`src/rtl/alu16_pkg.sv`:
```
package alu16_pkg;

  typedef enum logic [2:0] {
    DOP_RSV0 = 3'd0,
    DOP_RSV1 = 3'd1,
    DOP_ADD  = 3'd2,
    DOP_SUB  = 3'd3,
    DOP_MOV  = 3'd4,
    DOP_AND  = 3'd5,
    DOP_IOR  = 3'd6,
    DOP_XOR  = 3'd7
  } dual_op_e;

  typedef enum logic [3:0] {
    SOP_CRY = 4'd0,  SOP_BRW = 4'd1,  SOP_INC = 4'd2,  SOP_DEC = 4'd3,
    SOP_SWP = 4'd4,  SOP_SEX = 4'd5,  SOP_CLR = 4'd6,  SOP_SET = 4'd7,
    SOP_INV = 4'd8,  SOP_NEG = 4'd9,  SOP_ABS = 4'd10, SOP_SAR = 4'd11,
    SOP_SHL = 4'd12, SOP_SHR = 4'd13, SOP_ROL = 4'd14, SOP_ROR = 4'd15
  } single_op_e;

  typedef enum logic [1:0] {
    UNIT_PASS  = 2'd0,
    UNIT_ARITH = 2'd1,
    UNIT_SHIFT = 2'd2,
    UNIT_BITS  = 2'd3
  } unit_e;

  typedef enum logic [2:0] {
    ARI_ADD = 3'd0, ARI_SUB = 3'd1, ARI_INC = 3'd2,
    ARI_DEC = 3'd3, ARI_NEG = 3'd4, ARI_ABS = 3'd5
  } arith_e;

  typedef enum logic [2:0] {
    SHF_SAR = 3'd0, SHF_SHL = 3'd1, SHF_SHR = 3'd2,
    SHF_ROL = 3'd3, SHF_ROR = 3'd4
  } shift_e;

  typedef enum logic [3:0] {
    BIT_MOV = 4'd0, BIT_AND = 4'd1, BIT_IOR = 4'd2, BIT_XOR = 4'd3,
    BIT_CRY = 4'd4, BIT_BRW = 4'd5, BIT_SWP = 4'd6, BIT_SEX = 4'd7,
    BIT_CLR = 4'd8, BIT_SET = 4'd9, BIT_INV = 4'd10
  } bits_e;

  localparam int FLAG_M = 3;
  localparam int FLAG_O = 2;
  localparam int FLAG_Z = 1;
  localparam int FLAG_C = 0;

  localparam logic [3:0] WE_NONE = 4'b0000;
  localparam logic [3:0] WE_MZ   = 4'b1010;
  localparam logic [3:0] WE_ALL  = 4'b1111;

  typedef struct packed {
    unit_e      unit;
    arith_e     ari;
    shift_e     shf;
    bits_e      bsel;
    logic [3:0] we;
  } dec_t;

endpackage

```
`src/rtl/alu16_decode.sv`:
```
module alu16_decode
  import alu16_pkg::*;
(
  input  logic       op_mode,
  input  logic [3:0] op_code,
  output dec_t       dec
);

  always_comb begin
    dec.unit = UNIT_PASS;
    dec.ari  = ARI_ADD;
    dec.shf  = SHF_SAR;
    dec.bsel = BIT_MOV;
    dec.we   = WE_NONE;
    if (!op_mode) begin
      case (dual_op_e'(op_code[2:0]))
        DOP_ADD: begin dec.unit = UNIT_ARITH; dec.ari = ARI_ADD; dec.we = WE_ALL; end
        DOP_SUB: begin dec.unit = UNIT_ARITH; dec.ari = ARI_SUB; dec.we = WE_ALL; end
        DOP_MOV: begin dec.unit = UNIT_BITS; dec.bsel = BIT_MOV; dec.we = WE_MZ; end
        DOP_AND: begin dec.unit = UNIT_BITS; dec.bsel = BIT_AND; dec.we = WE_MZ; end
        DOP_IOR: begin dec.unit = UNIT_BITS; dec.bsel = BIT_IOR; dec.we = WE_MZ; end
        DOP_XOR: begin dec.unit = UNIT_BITS; dec.bsel = BIT_XOR; dec.we = WE_MZ; end
        default: begin dec.unit = UNIT_PASS; dec.we = WE_NONE; end
      endcase
    end else begin
      case (single_op_e'(op_code))
        SOP_CRY: begin dec.unit = UNIT_BITS;  dec.bsel = BIT_CRY; dec.we = WE_MZ;  end
        SOP_BRW: begin dec.unit = UNIT_BITS;  dec.bsel = BIT_BRW; dec.we = WE_MZ;  end
        SOP_INC: begin dec.unit = UNIT_ARITH; dec.ari  = ARI_INC; dec.we = WE_ALL; end
        SOP_DEC: begin dec.unit = UNIT_ARITH; dec.ari  = ARI_DEC; dec.we = WE_ALL; end
        SOP_SWP: begin dec.unit = UNIT_BITS;  dec.bsel = BIT_SWP; dec.we = WE_MZ;  end
        SOP_SEX: begin dec.unit = UNIT_BITS;  dec.bsel = BIT_SEX; dec.we = WE_MZ;  end
        SOP_CLR: begin dec.unit = UNIT_BITS;  dec.bsel = BIT_CLR; dec.we = WE_MZ;  end
        SOP_SET: begin dec.unit = UNIT_BITS;  dec.bsel = BIT_SET; dec.we = WE_MZ;  end
        SOP_INV: begin dec.unit = UNIT_BITS;  dec.bsel = BIT_INV; dec.we = WE_MZ;  end
        SOP_NEG: begin dec.unit = UNIT_ARITH; dec.ari  = ARI_NEG; dec.we = WE_ALL; end
        SOP_ABS: begin dec.unit = UNIT_ARITH; dec.ari  = ARI_ABS; dec.we = WE_ALL; end
        SOP_SAR: begin dec.unit = UNIT_SHIFT; dec.shf  = SHF_SAR; dec.we = WE_ALL; end
        SOP_SHL: begin dec.unit = UNIT_SHIFT; dec.shf  = SHF_SHL; dec.we = WE_ALL; end
        SOP_SHR: begin dec.unit = UNIT_SHIFT; dec.shf  = SHF_SHR; dec.we = WE_ALL; end
        SOP_ROL: begin dec.unit = UNIT_SHIFT; dec.shf  = SHF_ROL; dec.we = WE_ALL; end
        default: begin dec.unit = UNIT_SHIFT; dec.shf  = SHF_ROR; dec.we = WE_ALL; end
      endcase
    end
  end

endmodule

```
`src/rtl/alu16_arith.sv`:
```
module alu16_arith
  import alu16_pkg::*;
#(
  parameter int W = 16
) (
  input  arith_e       sel,
  input  logic [W-1:0] a,
  input  logic [W-1:0] b,
  output logic [W-1:0] x_op,
  output logic [W-1:0] y_op,
  output logic         sub_mode,
  output logic [W-1:0] sum,
  output logic         cb,
  output logic         ovf
);

  localparam int MSB = W - 1;
  localparam logic [W-1:0] ONE  = {{(W-1){1'b0}}, 1'b1};
  localparam logic [W-1:0] ZERO = '0;

  // Returns {carry_or_borrow, overflow, sum}
  function automatic logic [W+1:0] add_core(input logic [W-1:0] x,
                                            input logic [W-1:0] y,
                                            input logic         sub);
    logic [W-1:0] yy;
    logic [W:0]   t;
    logic         c;
    logic         v;
    yy = sub ? ~y : y;
    t  = {1'b0, x} + {1'b0, yy} + {{W{1'b0}}, sub};
    c  = sub ? ~t[W] : t[W];
    if (sub) v = (x[MSB] ^ y[MSB]) & (t[MSB] ^ x[MSB]);
    else     v = ~(x[MSB] ^ y[MSB]) & (t[MSB] ^ x[MSB]);
    return {c, v, t[W-1:0]};
  endfunction

  always_comb begin
    x_op     = a;
    y_op     = b;
    sub_mode = 1'b0;
    case (sel)
      ARI_ADD: begin x_op = a;    y_op = b;   sub_mode = 1'b0; end
      ARI_SUB: begin x_op = a;    y_op = b;   sub_mode = 1'b1; end
      ARI_INC: begin x_op = a;    y_op = ONE; sub_mode = 1'b0; end
      ARI_DEC: begin x_op = a;    y_op = ONE; sub_mode = 1'b1; end
      ARI_NEG: begin x_op = ZERO; y_op = a;   sub_mode = 1'b1; end
      ARI_ABS: begin
        if (a[MSB]) begin x_op = ZERO; y_op = a;    sub_mode = 1'b1; end
        else        begin x_op = a;    y_op = ZERO; sub_mode = 1'b0; end
      end
      default: begin x_op = a; y_op = b; sub_mode = 1'b0; end
    endcase
  end

  logic [W+1:0] packed_out;
  assign packed_out = add_core(x_op, y_op, sub_mode);
  assign sum = packed_out[W-1:0];
  assign ovf = packed_out[W];
  assign cb  = packed_out[W+1];

endmodule

```
`src/rtl/alu16_shift.sv`:
```
module alu16_shift
  import alu16_pkg::*;
#(
  parameter int W = 16
) (
  input  shift_e       sel,
  input  logic [W-1:0] a,
  input  logic         cin,
  output logic [W-1:0] res,
  output logic         cout,
  output logic         ovf
);

  localparam int MSB = W - 1;

  // Returns {bit shifted out, result}
  function automatic logic [W:0] shift_core(input shift_e s,
                                            input logic [W-1:0] v,
                                            input logic c);
    logic [W:0] wide;
    case (s)
      SHF_SAR: wide = {v[0], v[MSB], v[MSB:1]};
      SHF_SHR: wide = {v[0], 1'b0, v[MSB:1]};
      SHF_SHL: wide = {v, 1'b0};
      SHF_ROL: wide = {v, c};
      SHF_ROR: wide = {v[0], c, v[MSB:1]};
      default: wide = {1'b0, v};
    endcase
    return wide;
  endfunction

  logic [W:0] wide_w;
  assign wide_w = shift_core(sel, a, cin);
  assign res    = wide_w[W-1:0];
  assign cout   = wide_w[W];
  assign ovf    = wide_w[MSB] ^ a[MSB];

endmodule

```
`src/rtl/alu16_bits.sv`:
```
module alu16_bits
  import alu16_pkg::*;
#(
  parameter int W = 16
) (
  input  bits_e        sel,
  input  logic [W-1:0] a,
  input  logic [W-1:0] b,
  input  logic         cin,
  output logic [W-1:0] res
);

  localparam int HALF = W / 2;

  function automatic logic [W-1:0] byte_swap(input logic [W-1:0] v);
    return {v[HALF-1:0], v[W-1:HALF]};
  endfunction

  function automatic logic [W-1:0] byte_sext(input logic [W-1:0] v);
    return {{(W-HALF){v[HALF-1]}}, v[HALF-1:0]};
  endfunction

  always_comb begin
    case (sel)
      BIT_MOV: res = b;
      BIT_AND: res = a & b;
      BIT_IOR: res = a | b;
      BIT_XOR: res = a ^ b;
      BIT_CRY: res = {{(W-1){1'b0}}, cin};
      BIT_BRW: res = {W{cin}};
      BIT_SWP: res = byte_swap(a);
      BIT_SEX: res = byte_sext(a);
      BIT_CLR: res = '0;
      BIT_SET: res = '1;
      BIT_INV: res = ~a;
      default: res = a;
    endcase
  end

endmodule

```
`src/rtl/alu16_core.sv`:
```
module alu16_core
  import alu16_pkg::*;
#(
  parameter int W = 16
) (
  input  logic         op_mode,
  input  logic [3:0]   op_code,
  input  logic [W-1:0] opa,
  input  logic [W-1:0] opb,
  input  logic         cin,
  output logic [W-1:0] result,
  output logic [3:0]   flags_o,
  output logic [3:0]   flag_we
);

  localparam int MSB = W - 1;

  dec_t dec;

  logic [W-1:0] ari_x;
  logic [W-1:0] ari_y;
  logic         ari_sub;
  logic [W-1:0] ari_sum;
  logic         ari_cb;
  logic         ari_ov;

  logic [W-1:0] shf_res;
  logic         shf_out;
  logic         shf_ov;

  logic [W-1:0] bit_res;

  logic [W-1:0] res_w;
  logic         c_raw;
  logic         o_raw;
  logic [3:0]   flags_raw;

  alu16_decode u_dec (
    .op_mode (op_mode),
    .op_code (op_code),
    .dec     (dec)
  );

  alu16_arith #(.W(W)) u_ari (
    .sel      (dec.ari),
    .a        (opa),
    .b        (opb),
    .x_op     (ari_x),
    .y_op     (ari_y),
    .sub_mode (ari_sub),
    .sum      (ari_sum),
    .cb       (ari_cb),
    .ovf      (ari_ov)
  );

  alu16_shift #(.W(W)) u_shf (
    .sel  (dec.shf),
    .a    (opa),
    .cin  (cin),
    .res  (shf_res),
    .cout (shf_out),
    .ovf  (shf_ov)
  );

  alu16_bits #(.W(W)) u_bits (
    .sel (dec.bsel),
    .a   (opa),
    .b   (opb),
    .cin (cin),
    .res (bit_res)
  );

  always_comb begin
    case (dec.unit)
      UNIT_ARITH: begin res_w = ari_sum; c_raw = ari_cb;  o_raw = ari_ov; end
      UNIT_SHIFT: begin res_w = shf_res; c_raw = shf_out; o_raw = shf_ov; end
      UNIT_BITS:  begin res_w = bit_res; c_raw = 1'b0;    o_raw = 1'b0;   end
      default:    begin res_w = opa;     c_raw = 1'b0;    o_raw = 1'b0;   end
    endcase
  end

  always_comb begin
    flags_raw         = '0;
    flags_raw[FLAG_M] = res_w[MSB];
    flags_raw[FLAG_O] = o_raw;
    flags_raw[FLAG_Z] = ~|res_w;
    flags_raw[FLAG_C] = c_raw;
  end

  assign result  = res_w;
  assign flag_we = dec.we;
  assign flags_o = flags_raw & dec.we;

endmodule

```
`config.mk`:
```
export PLATFORM = sky130hd
export DESIGN_NAME = alu16_core
export DESIGN_NICKNAME = d
export VERILOG_FILES = /design/src/rtl/alu16_pkg.sv /design/src/rtl/alu16_decode.sv /design/src/rtl/alu16_arith.sv /design/src/rtl/alu16_shift.sv /design/src/rtl/alu16_bits.sv /design/src/rtl/alu16_core.sv
export SDC_FILE = /design/constraint.sdc
export NUM_CORES = 1
export LEC_CHECK = 0
export BUFFER_PORTS_ARGS = -buffer_cell sky130_fd_sc_hd__buf_4
export CAP_MARGIN = 20
export CORE_MARGIN = 2
export CORE_UTILIZATION = 55
export DETAILED_ROUTE_END_ITERATION = 16
export PLACE_DENSITY_LB_ADDON = 0.12
export SETUP_SLACK_MARGIN = 0.1
export SYNTH_ARGS = -nofsm -noshare
export SYNTH_HDL_FRONTEND = slang
export SYNTH_SLANG_ARGS = --single-unit
```
`constraint.sdc`:
```
create_clock -name vclk -period 3.8
set_clock_uncertainty 0.05 [all_clocks]
set_input_delay 0.19 -clock vclk [all_inputs]
set_output_delay 0.19 -clock vclk [all_outputs]
set_load 0.01 [all_outputs]
```
# Word level (Yosys, flattened, before mapping)
# Index checks and enable logic that the tools add are counted.
# Widths: inputs -> output; s select.
[op_classes] add_sub_neg=2 n_mul=0 div_mod_pow=0 n_lt_le_gt_ge=0 eq_ne=42 shifts=0 muxes=26 n_bitwise=13 n_reduce_logical=12
[ops] operator="$pmux 16 s11" count=1
[ops] operator="$pmux 16 s3" count=2
[ops] operator="$pmux 17 s5" count=1
[ops] operator="$eq 4x4->1 const B" count=10
[ops] operator="$eq 4x3->1 const B" count=8
[ops] operator="$mux 16" count=2
[ops] operator="$not 16->16" count=2
[ops] operator="$pmux 16 s2" count=1
[ops] operator="$pmux 4 s7" count=1
[ops] operator="$pmux 3 s4" count=2
[ops] operator="$eq 3x3->1 const B" count=7
[ops] operator="$eq 3x2->1 const B" count=6
[ops] operator="$add 16x16->17" count=1
[ops] operator="$add 17x1->17" count=1
[ops] operator="$and 16x16->16" count=1
[ops] operator="$eq 4x2->1 const B" count=4
[ops] operator="$or 16x16->16" count=1
[ops] operator="$reduce_or 16->1" count=1
[ops] operator="$xor 16x16->16" count=1
[ops] operator="$mux 15" count=1
[ops] operator="$reduce_or 12->1" count=1
[ops] operator="$eq 4x1->1 const B" count=2
[ops] operator="$logic_not 4->1" count=2
[ops] operator="$mux 8" count=1
[ops] operator="20 further kinds" count=35
[word_totals] register_bits=0 latch_bits=0 mem_bits_rw=0 mem_bits_ro=0 input_bits=38 out_inout_bits=24 word_cells=95 memories=0

# Longest topological paths before layout
# Gate-level depths: netlist of run 1.
[logic_depth] depth_word=16 ltp_mapped=17 ltp_nobuf=15

# Cells and area by module
# A second synthesis of run 1 with hierarchy kept.
[hier_totals] hier_cells=623 area_unflattened_um2=4430.5
[modules_own_cells] module="alu16_bits" n_inst=1 cells_each=240 area_per_inst_um2=1731.7 seq_area_each_um2=0.0
[modules_own_cells] module="alu16_arith" n_inst=1 cells_each=199 area_per_inst_um2=1355.0 seq_area_each_um2=0.0
[modules_own_cells] module="alu16_core" n_inst=1 cells_each=74 area_per_inst_um2=590.6 seq_area_each_um2=0.0
[modules_own_cells] module="alu16_shift" n_inst=1 cells_each=71 area_per_inst_um2=506.7 seq_area_each_um2=0.0
[modules_own_cells] module="alu16_decode" n_inst=1 cells_each=39 area_per_inst_um2=246.5 seq_area_each_um2=0.0

# Worst setup path after synthesis of run 1
# No wires, ideal clock.
[synth_timing] path_type="input-to-output" start="in op_code[2]" end="out flags_o[1]" arrival_time_ps=3865 required_time_ps=3560 path_slack_ps=-305 stages=16 path_buffers=3 cell_sequence="buf_4 > nand3b_4 > a21oi_1 > clkbuf_1 > clkbuf_1 > nor2_1 > fa_1 > a211oi_1 > o21ai_0 > a31oi_1 > o21bai_1 > xnor2_1 > nor2_1 > o41a_1 > nand4bb_1 > nor4_2"
[synth_via] elab_chain_len=14 word_cells_on_any_way=76 cone_classes="add/sub (2); eq/ne (42); mux (18); bitwise (2); reduce/logical (12)"
[synth_rtl] item="from (decl)" line="alu16_core.sv:7" rtl="input logic [3:0] op_code,"
[synth_rtl] item="$eq 4x4->1, or another cell as far along" line="alu16_decode.sv:26" rtl="case (single_op_e'(op_code))"
[synth_rtl] item="$pmux 3 s4 or $mux 1 (tied branches)" line="alu16_decode.sv:26, alu16_decode.sv:16"
[synth_rtl] item="$mux 5" line="alu16_decode.sv:15" rtl="if (!op_mode) begin"
[synth_rtl] item="$eq 3x2->1" line="alu16_arith.sv:41" rtl="case (sel)"
[synth_rtl] item="$reduce_or 2->1 (no source line)"
[synth_rtl] item="$pmux 16 s3" line="alu16_arith.sv:41"
[synth_rtl] item="$not 16->16" line="alu16_arith.sv:29" rtl="yy = sub ? ~y : y;"
[synth_rtl] item="$mux 16" line="alu16_arith.sv:29"
[synth_rtl] item="$add 16x16->17" line="alu16_arith.sv:30" rtl="t = {1'b0, x} + {1'b0, yy} + {{W{1'b0}}, sub};"
[synth_rtl] item="$add 17x1->17" line="alu16_arith.sv:30"
[synth_rtl] item="$pmux 16 s3 *" line="alu16_core.sv:74" rtl="case (dec.unit)"
[synth_rtl] item="net result[10]" line="alu16_core.sv:11" rtl="output logic [W-1:0] result,"
[synth_rtl] item="$reduce_or 16->1 *" line="alu16_core.sv:86" rtl="flags_raw[FLAG_Z] = ~|res_w;"
[synth_rtl] item="$logic_not 1->1 *" line="alu16_core.sv:86"
[synth_rtl] item="$and 4x4->4 *" line="alu16_core.sv:92" rtl="assign flags_o = flags_raw & dec.we;"
[synth_rtl] item="to (decl)" line="alu16_core.sv:12" rtl="output logic [3:0] flags_o,"
# Mark *: on every way through the listed nets, which the timed path passes. The rest lies on a longest branch.

# Worst setup path after layout of run 1
[layout_timing] start="in op_code[0]" end="out flags_o[1]"
[layout_via] elab_chain_len=14 word_cells_on_any_way=76 cone_classes="add/sub (2); eq/ne (42); mux (18); bitwise (2); reduce/logical (12)"
[layout_rtl] item="$eq 4x4->1, or another cell as far along" line="alu16_decode.sv:26"
[layout_rtl] item="$pmux 3 s4 or $mux 1 (tied branches)" line="alu16_decode.sv:26, alu16_decode.sv:16"
[layout_rtl] item="$mux 5" line="alu16_decode.sv:15"
[layout_rtl] item="$eq 3x2->1" line="alu16_arith.sv:41"
[layout_rtl] item="$reduce_or 2->1 (no source line)"
[layout_rtl] item="$pmux 16 s3" line="alu16_arith.sv:41"
[layout_rtl] item="$not 16->16" line="alu16_arith.sv:29"
[layout_rtl] item="$mux 16" line="alu16_arith.sv:29"
[layout_rtl] item="$add 16x16->17" line="alu16_arith.sv:30"
[layout_rtl] item="$add 17x1->17" line="alu16_arith.sv:30"
[layout_rtl] item="$pmux 16 s3" line="alu16_core.sv:74"
[layout_rtl] item="$reduce_or 16->1" line="alu16_core.sv:86"
[layout_rtl] item="$logic_not 1->1" line="alu16_core.sv:86"
[layout_rtl] item="$and 4x4->4 *" line="alu16_core.sv:92"
# Mark *: on every way between the ends. The rest lies on a longest branch, timed or not.

==> results.md, run 1 <==
- Status: complete, but fails checks
- Failing checks: negative setup slack
- Synthesized cell area: 3730 µm²
- Synth Area per Inst: 6.72 µm²
- Post-Layout Cell Count: 776
- FF+latch count: 0
- Pre-CTS worst setup slack: -0.313 ns
- Global route total overflow: 0
- Post-Syn Instances: 556
- Initial Utilization: 0.559
- Worst-path cell chain: buf_12, buf_8, and3b_2, o21ai_4, buf_6, a221o_1, o21ai_1, inv_1, fa_2, buf_6, xor2_2, a221oi_2, a41oi_1, a21oi_1, a21oi_2, nor4_4, nand4bb_4, nor4_4, buf_4
- Worst path required time: 3.56 ns
- Synth area leader: ha_1
- Slowest CP cell: fa_2
- Maximum fanout along the worst path: 6
- YS warnings: 0
- CP endpoint: flags_o[1]
- Hold_ws: 0.749 ns
- Pre-antenna DRT Iters: 5
- Largest net degree at the start of global routing: 29
- Delay-heaviest family, CP: compound AO/OA/AOI/OAI gates
- Final ANT Viol Nets: 0
- Worst EP arrival: 3.78 ns
- Worst setup EP type: output port
- Synth unique cells: 81
- Initial antenna violation count: 0
- Setup TNS: -0.425 ns
- Clock buffer count: 0
- Crit path time final: 4.02 ns
- Setup violations, final: 3
- Fillcell total: 486
- Unrepaired setup endpoints after global routing: true
- Global Route Usage Sum: 0.395
- Leakage: 0.00254 µW
- Number of global-route vias before repair: 4724
- Row cnt: 30
- Wire per inst: 20.5 µm
- Max Fclk: 0.249 GHz
- Final Cycle Share: 1.06
- Hold/Removal Path Class: input pin to output port
- ANT cells: 0
- Slew HR: 0.546
- Share of layout cells above drive strength 1: 0.352
- # placed instances: 741
- Worst VDD drop: 0.103 mV
- Core area: 6680 µm²
- NumNets Final: 788
- Routed via count: 5151
- Pwr Density: 198 nW/µm²
- DRC Markers: 0
- Routability congestion estimate: 1.00
- Vias/cell: 6.64
- WP depth: 19
- Most common cell in the netlist: inv_1
- HP Start: opa[1]
- Max Cap Viol: 0
- Input/output buffers: 62
- HPWL Detailed: 11600 µm
- Slew Limit Fails: 0
- Sequential share of the synthesized area: 0
- Yosys top cell area share: 0.171
- Final setup margin: -0.215 ns
- Syn Nets: 646
- Final wirelength: 15900 µm
- Crit path launch: op_code[0]
- WS Path Type: input pin to output port
- Die W: 86.4 µm
- Die area: 7460 µm²
- I/O Pins: 62
- WHS Path Cells: 4
- FF/Latch Area: 0 µm²
- Wire length of the first global-routing pass: 23700 µm
- Synth top area cells: ha_1 (17%), inv_1 (5.8%), nand2_1 (5.0%), nor2_1 (5.0%), xnor2_1 (4.9%)
- Layout area overhead: 42.5%
- CP bufs+invs: 6
- Die H: 86.4 µm
- Worst-Margin Slew: 0.680 ns
- CP peak stage delay: 0.44 ns
- Final Hold Viols: 0
- Top cells by count, synth: inv_1 (58), ha_1 (51), nand2_1 (50), nor2_1 (50), a21oi_1 (32)
- Critical Path Start Type: input pin
- Initial DRC Count: 577
[routing by layer]
metal,vias up,share of wire,global-route usage
met2,375,0.46,0.676
li1,2320,-,-
met4,0,0.067,0.209
met1,2360,0.38,0.497
met3,96,0.084,0.0219
met5,-,0,0
[through the flow]
step,utilization,power (µW),area (µm²)
6_report,0.796,1050,5320
5_1_grt,0.796,1120,5320
4_1_cts,0.745,915,4980
3_5_place_dp,0.709,863,4730
3_3_place_gp,0.709,849,4730
2_1_floorplan,-,496,3780
[where the power goes]
part | total, µW | internal, µW | switching [µW]
clock | 0 | 0 | 0
combinational | 1050 | 508 | 546
sequential | 0 | 0 | 0
total | 1050 | 508 | 546
[layout make-up]
type	count	area, µm²	share of cell area
well taps	80	100	0.0188
multi-input cells	458	3560	0.669
repair buffers	179	1440	0.270
inverters	59	221	0.0416
[how the worst min path moves through the flow]
stage                      to  slack, ns
floorplan           result[1]       0.46
global placement    result[1]       0.73
detailed placement  result[1]       0.73
CTS                 result[1]       0.74
global route        result[1]       0.77
finish              result[1]       0.75
[timing repair]
action | in CTS | in global routing
pin swaps | 25 | 33
endpoints found under the setup margin | 5 | 13
gates resized for setup | 25 | 48
hold buffers | 0 | 0
buffers inserted | 19 | 17
[layout by cell type, fill, tap and decap left out, types with 4 or more instances in the layout]
master and count:
mux2i_1 10, a21o_1 8, o21ai_0 26, o2111ai_1 8
buf_12 4, nand2b_1 9, nand2_1 47, ha_1 51
buf_4 164, a22oi_1 20, nand3_1 19, inv_1 57
a21oi_1 28, buf_6 10, o21ai_2 5, a31oi_1 5
o211ai_1 5, o221ai_2 4, xnor2_1 19, nor3_1 10
a21oi_2 4, and2_1 5, nand4_1 5, nor2_1 49
o22ai_1 4
[tightest hold or removal path: cells and delay by family]
| family | cells | cell delay, ns |
|---|---|---|
| buffers and inverters | 3 | 0.32 |
| AO/OA/AOI/OAI | 1 | 0.09 |
[kinds of logic after synthesis]
family	after synthesis	synth area share
buffers and inverters	98	0.118
adders and majority gates	52	0.176
and+or+nand+nor	187	0.258
muxes	12	0.0325
AOI/OAI and AO/OA	184	0.361
xor gates and xnor gates	23	0.0540
No activity file was read; power rests on OpenSTA's default activity.
==> run 2: changes to the inputs <==
- CORE_UTILIZATION: 55 -> 50
==> results.md, run 2 (same netlist as run 1, synthesis figures left out) <==
- Clock buffer count: 0
- Maximum fanout along the worst path: 9
- WS Path Type: input pin to output port
- Core area: 7250 µm²
- Final setup margin: -0.0880 ns
- Global Route Usage Sum: 0.363
- Most frequent cells in the layout: buf_4 (150), inv_1 (57), ha_1 (51), nor2_1 (50), nand2_1 (49)
- Worst-Margin Slew: 0.601 ns
- Max Fclk: 0.257 GHz
- Die H: 90.4 µm
- Initial Utilization: 0.515
- Fillcell total: 643
- WP depth: 19
- CP peak stage delay: 0.39 ns
- HPWL Detailed: 11900 µm
- I/O Pins: 62
- Worst VDD drop: 0.115 mV
- ANT cells: 0
- Multi-input logic area: 3510 µm²
- CP bufs+invs: 6
- Largest net degree at the start of global routing: 27
- Initial DRC Count: 392
- Slowest CP cell: fa_2
- Row cnt: 31
- Worst setup EP type: output port
- Area of placed instances: 4740 µm²
- Status: complete, but fails checks
- Number of global-route vias before repair: 4904
- Worst EP arrival: 3.65 ns
- CP endpoint: flags_o[1]
- Pre-CTS worst setup slack: -0.222 ns
- Final Cycle Share: 1.02
- Die area: 8170 µm²
- Share of layout cells above drive strength 1: 0.327
- Wire per inst: 19.9 µm
- Initial antenna violation count: 0
- Max Cap Viol: 0
- Cell area after layout: 5190 µm²
- Slew HR: 0.599
- Cell mode on critical path: buf_4
- Final ANT Viol Nets: 0
- Unrepaired setup endpoints after global routing: true
- FF/Latch Area: 0 µm²
- Vias/cell: 6.34
- Die W: 90.4 µm
- Delay-heaviest family, CP: compound AO/OA/AOI/OAI gates
- Critical Path Start Type: input pin
- Setup violations, final: 2
- Slew Limit Fails: 0
- Final Hold Viols: 0
- Input/output buffers: 62
- Crit path launch: op_code[1]
- Failing checks: negative setup slack
- Routed via count: 4967
- Final core occ: 0.716
- Leakage: 0.00246 µW
- Most common cell after layout, fill and taps aside: buf_4
- FF+latch count: 0
- DRC Markers: 0
- Hold_ws: 0.767 ns
- Worst-path cell chain: buf_6, and3b_2, o21ai_4, buf_6, a221o_1, o21ai_2, inv_1, fa_2, buf_4, xor2_1, a221oi_2, buf_4, a41oi_1, a21oi_1, a21oi_1, nor4_2, nand4bb_1, nor4_2, buf_4
- Pre-antenna DRT Iters: 5
- Wire length of the first global-routing pass: 24400 µm
- NumNets Final: 776
- Worst path required time: 3.56 ns
- Crit path time final: 3.89 ns
- Hold/Removal Path Class: input pin to output port
- Final wirelength: 15500 µm
- Routability congestion estimate: 0.997
- Global route total overflow: 0
- Pwr Density: 193 nW/µm²
- Setup TNS: -0.115 ns
- Layout area overhead: 39.1%
==> run 2: what timing repair did <==
action / CTS / global route
setup buffers: 15 / 10
hold buffers: 0 / 0
pin swaps: 26 / 31
resized for setup: 25 / 34
setup endpoints to repair: 5 / 8
==> run 2: tightest hold or removal path, stage by stage <==
cell,delay (ns)
buf_4,0.16
a221oi_2,0.10
inv_1,0.06
buf_4,0.11
==> run 2: power breakdown <==
part | total, µW | switching (µW) | internal [µW]
Clock | 0 | 0 | 0
Sequential | 0 | 0 | 0
Combinational | 1000 | 516 | 489
Total | 1000 | 516 | 489
==> run 2: worst min path at each step <==
stage                     startpoint        end  slack (ns)  cells after the start
after floorplan               opa[1]  result[1]        0.46                      2
after global placement        opa[1]  result[1]        0.74                      4
after detailed placement      opa[1]  result[1]        0.74                      4
after CTS                     opa[1]  result[1]        0.75                      4
after global routing          opa[1]  result[1]        0.79                      4
final                         opa[1]  result[1]        0.77                      4
==> run 2: final cells by class <==
class / count / area share
inverter: 59 / 0.0426
multi-input combinational: 458 / 0.676
timing repair buffer: 167 / 0.258
tap: 99 / 0.0238
==> run 2: metrics by stage <==
step / power, µW / instances
detailed placement: 870 / 758
finish: 1000 / 783
floorplan: 496 / 556
global route: 1070 / 783
global placement: 855 / 758
CTS: 921 / 773
==> run 2: layer usage <==
layer	part of all wire	GRT usage
met5	0	0
met4	0.060	0.178
met3	0.070	0.0426
met2	0.47	0.627
met1	0.40	0.444
==> run 3: changes to the inputs <==
- CAP_MARGIN: 20 -> 30
- PLACE_DENSITY: default -> 0.75
- PLACE_DENSITY_LB_ADDON: 0.12 -> default
==> results.md, run 3 (same netlist as run 1, synthesis figures left out) <==
- Row cnt: 31
- Die H: 90.4 µm
- Critical Path Start Type: input pin
- Slew Limit Fails: 0
- WS Path Type: input pin to output port
- FF+latch count: 0
- Fillcell total: 644
- Hold Path End: result[14]
- Final ANT Viol Nets: 0
- DRT met1 WL: 5820 µm
- Most common cell after layout, fill and taps aside: buf_4
- Slowest CP cell: or3_1
- Max Cap Viol: 0
- Max Fclk: 0.258 GHz
- Core area: 7250 µm²
- Pre-CTS worst setup slack: -0.310 ns
- Uppermost layer routed: met4
- Hold/Removal Path Class: input pin to output port
- FF/Latch Area: 0 µm²
- Delay-heaviest family, CP: simple AND/OR/NAND/NOR gates
- Worst VDD drop: 0.0978 mV
- Most frequent cells in the layout: buf_4 (141), inv_1 (58), ha_1 (51), nor2_1 (50), nand2_1 (50)
- Largest net degree at the start of global routing: 26
- Layout area overhead: 35.0%
- CTS Hold Bufs: 0
- Cell area after layout: 5040 µm²
- Worst path required time: 3.56 ns
- Area of placed instances: 4720 µm²
- NumNets Final: 758
- Cell mode on critical path: buf_4
- Leakage: 0.00239 µW
- Pwr Density: 190 nW/µm²
- Initial DRC Count: 501
- Pre-antenna DRT Iters: 5
- Die W: 90.4 µm
- Final Hold Viols: 0
- Number of global-route vias before repair: 4857
- Crit path time final: 3.87 ns
- Final setup margin: -0.0691 ns
- Failing checks: negative setup slack
- Setup TNS: -0.110 ns
- Clock buffer count: 0
- Share of layout cells above drive strength 1: 0.299
- ANT cells: 0
- Maximum fanout along the worst path: 6
- Global route total overflow: 0
- Status: complete, but fails checks
- Slew HR: 0.589
- Initial antenna violation count: 0
- Worst-path cell chain: buf_8, nand3b_1, buf_4, a21oi_4, buf_6, a22oi_2, xnor2_1, ha_1, nand4_1, or3_1, inv_1, o211ai_2, a21oi_2, or4_4, o2111ai_2, nand4bb_1, nor4_2, buf_4
- Worst setup EP type: output port
- Routability congestion estimate: 1.01
- Wire length of the first global-routing pass: 23600 µm
- Met3 routed WL: 1270 µm
- Setup violations, final: 2
- Worst-Margin Slew: 0.616 ns
- Unrepaired setup endpoints after global routing: true
- Vias/cell: 6.48
- Worst EP arrival: 3.63 ns
- Wire per inst: 19.7 µm
- Hold_ws: 0.795 ns
- Final Cycle Share: 1.02
- Final wirelength: 15100 µm
- Routed via count: 4954
- HP Start: opa[14]
- CP peak stage delay: 0.40 ns
- WP depth: 18
- DRC Markers: 0
- I/O Pins: 62
- CP bufs+invs: 5
- Initial Utilization: 0.515
- WHS Path Cells: 4
- Global Route Usage Sum: 0.350
- Input/output buffers: 62
- HPWL Detailed: 11600 µm
- Die area: 8170 µm²
- WL met2: 7040 µm
==> run 3: cell count changes in the layout (fill, tap and decap cells not counted), moves of 2 or more <==
cell | previous run | this run
buf_4 | 150 | 141
buf_6 | 14 | 1
o2111ai_1 | 10 | 8
o2111ai_2 | 0 | 2
o21ai_0 | 27 | 24
o21ai_1 | 4 | 7
xnor2_1 | 18 | 20
xnor2_2 | 3 | 1
==> run 3: repair_timing <==
item | CTS | global route
buffers inserted | 6 | 2
endpoints found under the setup margin | 5 | 9
pin swaps | 26 | 12
resized for setup | 26 | 16
cloned | 1 | 1
==> run 3: metal layers <==
layer | GRT usage | up-vias
met3 | 0.0384 | 75
li1 | - | 2250
met5 | 0 | -
met2 | 0.623 | 330
met4 | 0.191 | 0
met1 | 0.408 | 2299
==> run 3: per-stage QoR <==
stage               power, µW   util  cells
floorplan                 496      -    556
global placement          848  0.651    755
detailed placement        864  0.651    755
CTS                       902  0.678    762
global route             1030  0.695    765
finish                    960  0.695    765
==> run 3: power breakdown <==
group | internal [µW] | switching, µW
Combinational | 456 | 504
Sequential | 0 | 0
Clock | 0 | 0
==> run 3: final cells by class <==
cell class / count / area (µm²) / share of cell area
tap: 99 / 124 / 0.0246
inverter: 59 / 221 / 0.0439
timing repair buffer: 149 / 1220 / 0.241
multi-input combinational: 458 / 3480 / 0.690
==> run 3: worst min-delay path: cells and delay by family <==
kind	cells	cell delay (ns)
AND/OR/NAND/NOR	2	0.17
buffers and inverters	2	0.29
==> run 3: worst max path at each step <==
| stage | slack [ns] | endpoint | start |
|---|---|---|---|
| after global routing | -0.21 | flags_o[1] | op_code[0] |
| after floorplan | 0.10 | flags_o[1] | op_code[1] |
| after CTS | 0.007 | flags_o[2] | op_code[0] |
| after global placement | -0.27 | flags_o[1] | op_code[0] |
| after detailed placement | -0.31 | flags_o[1] | op_code[0] |
| final | -0.07 | flags_o[1] | op_code[0] |
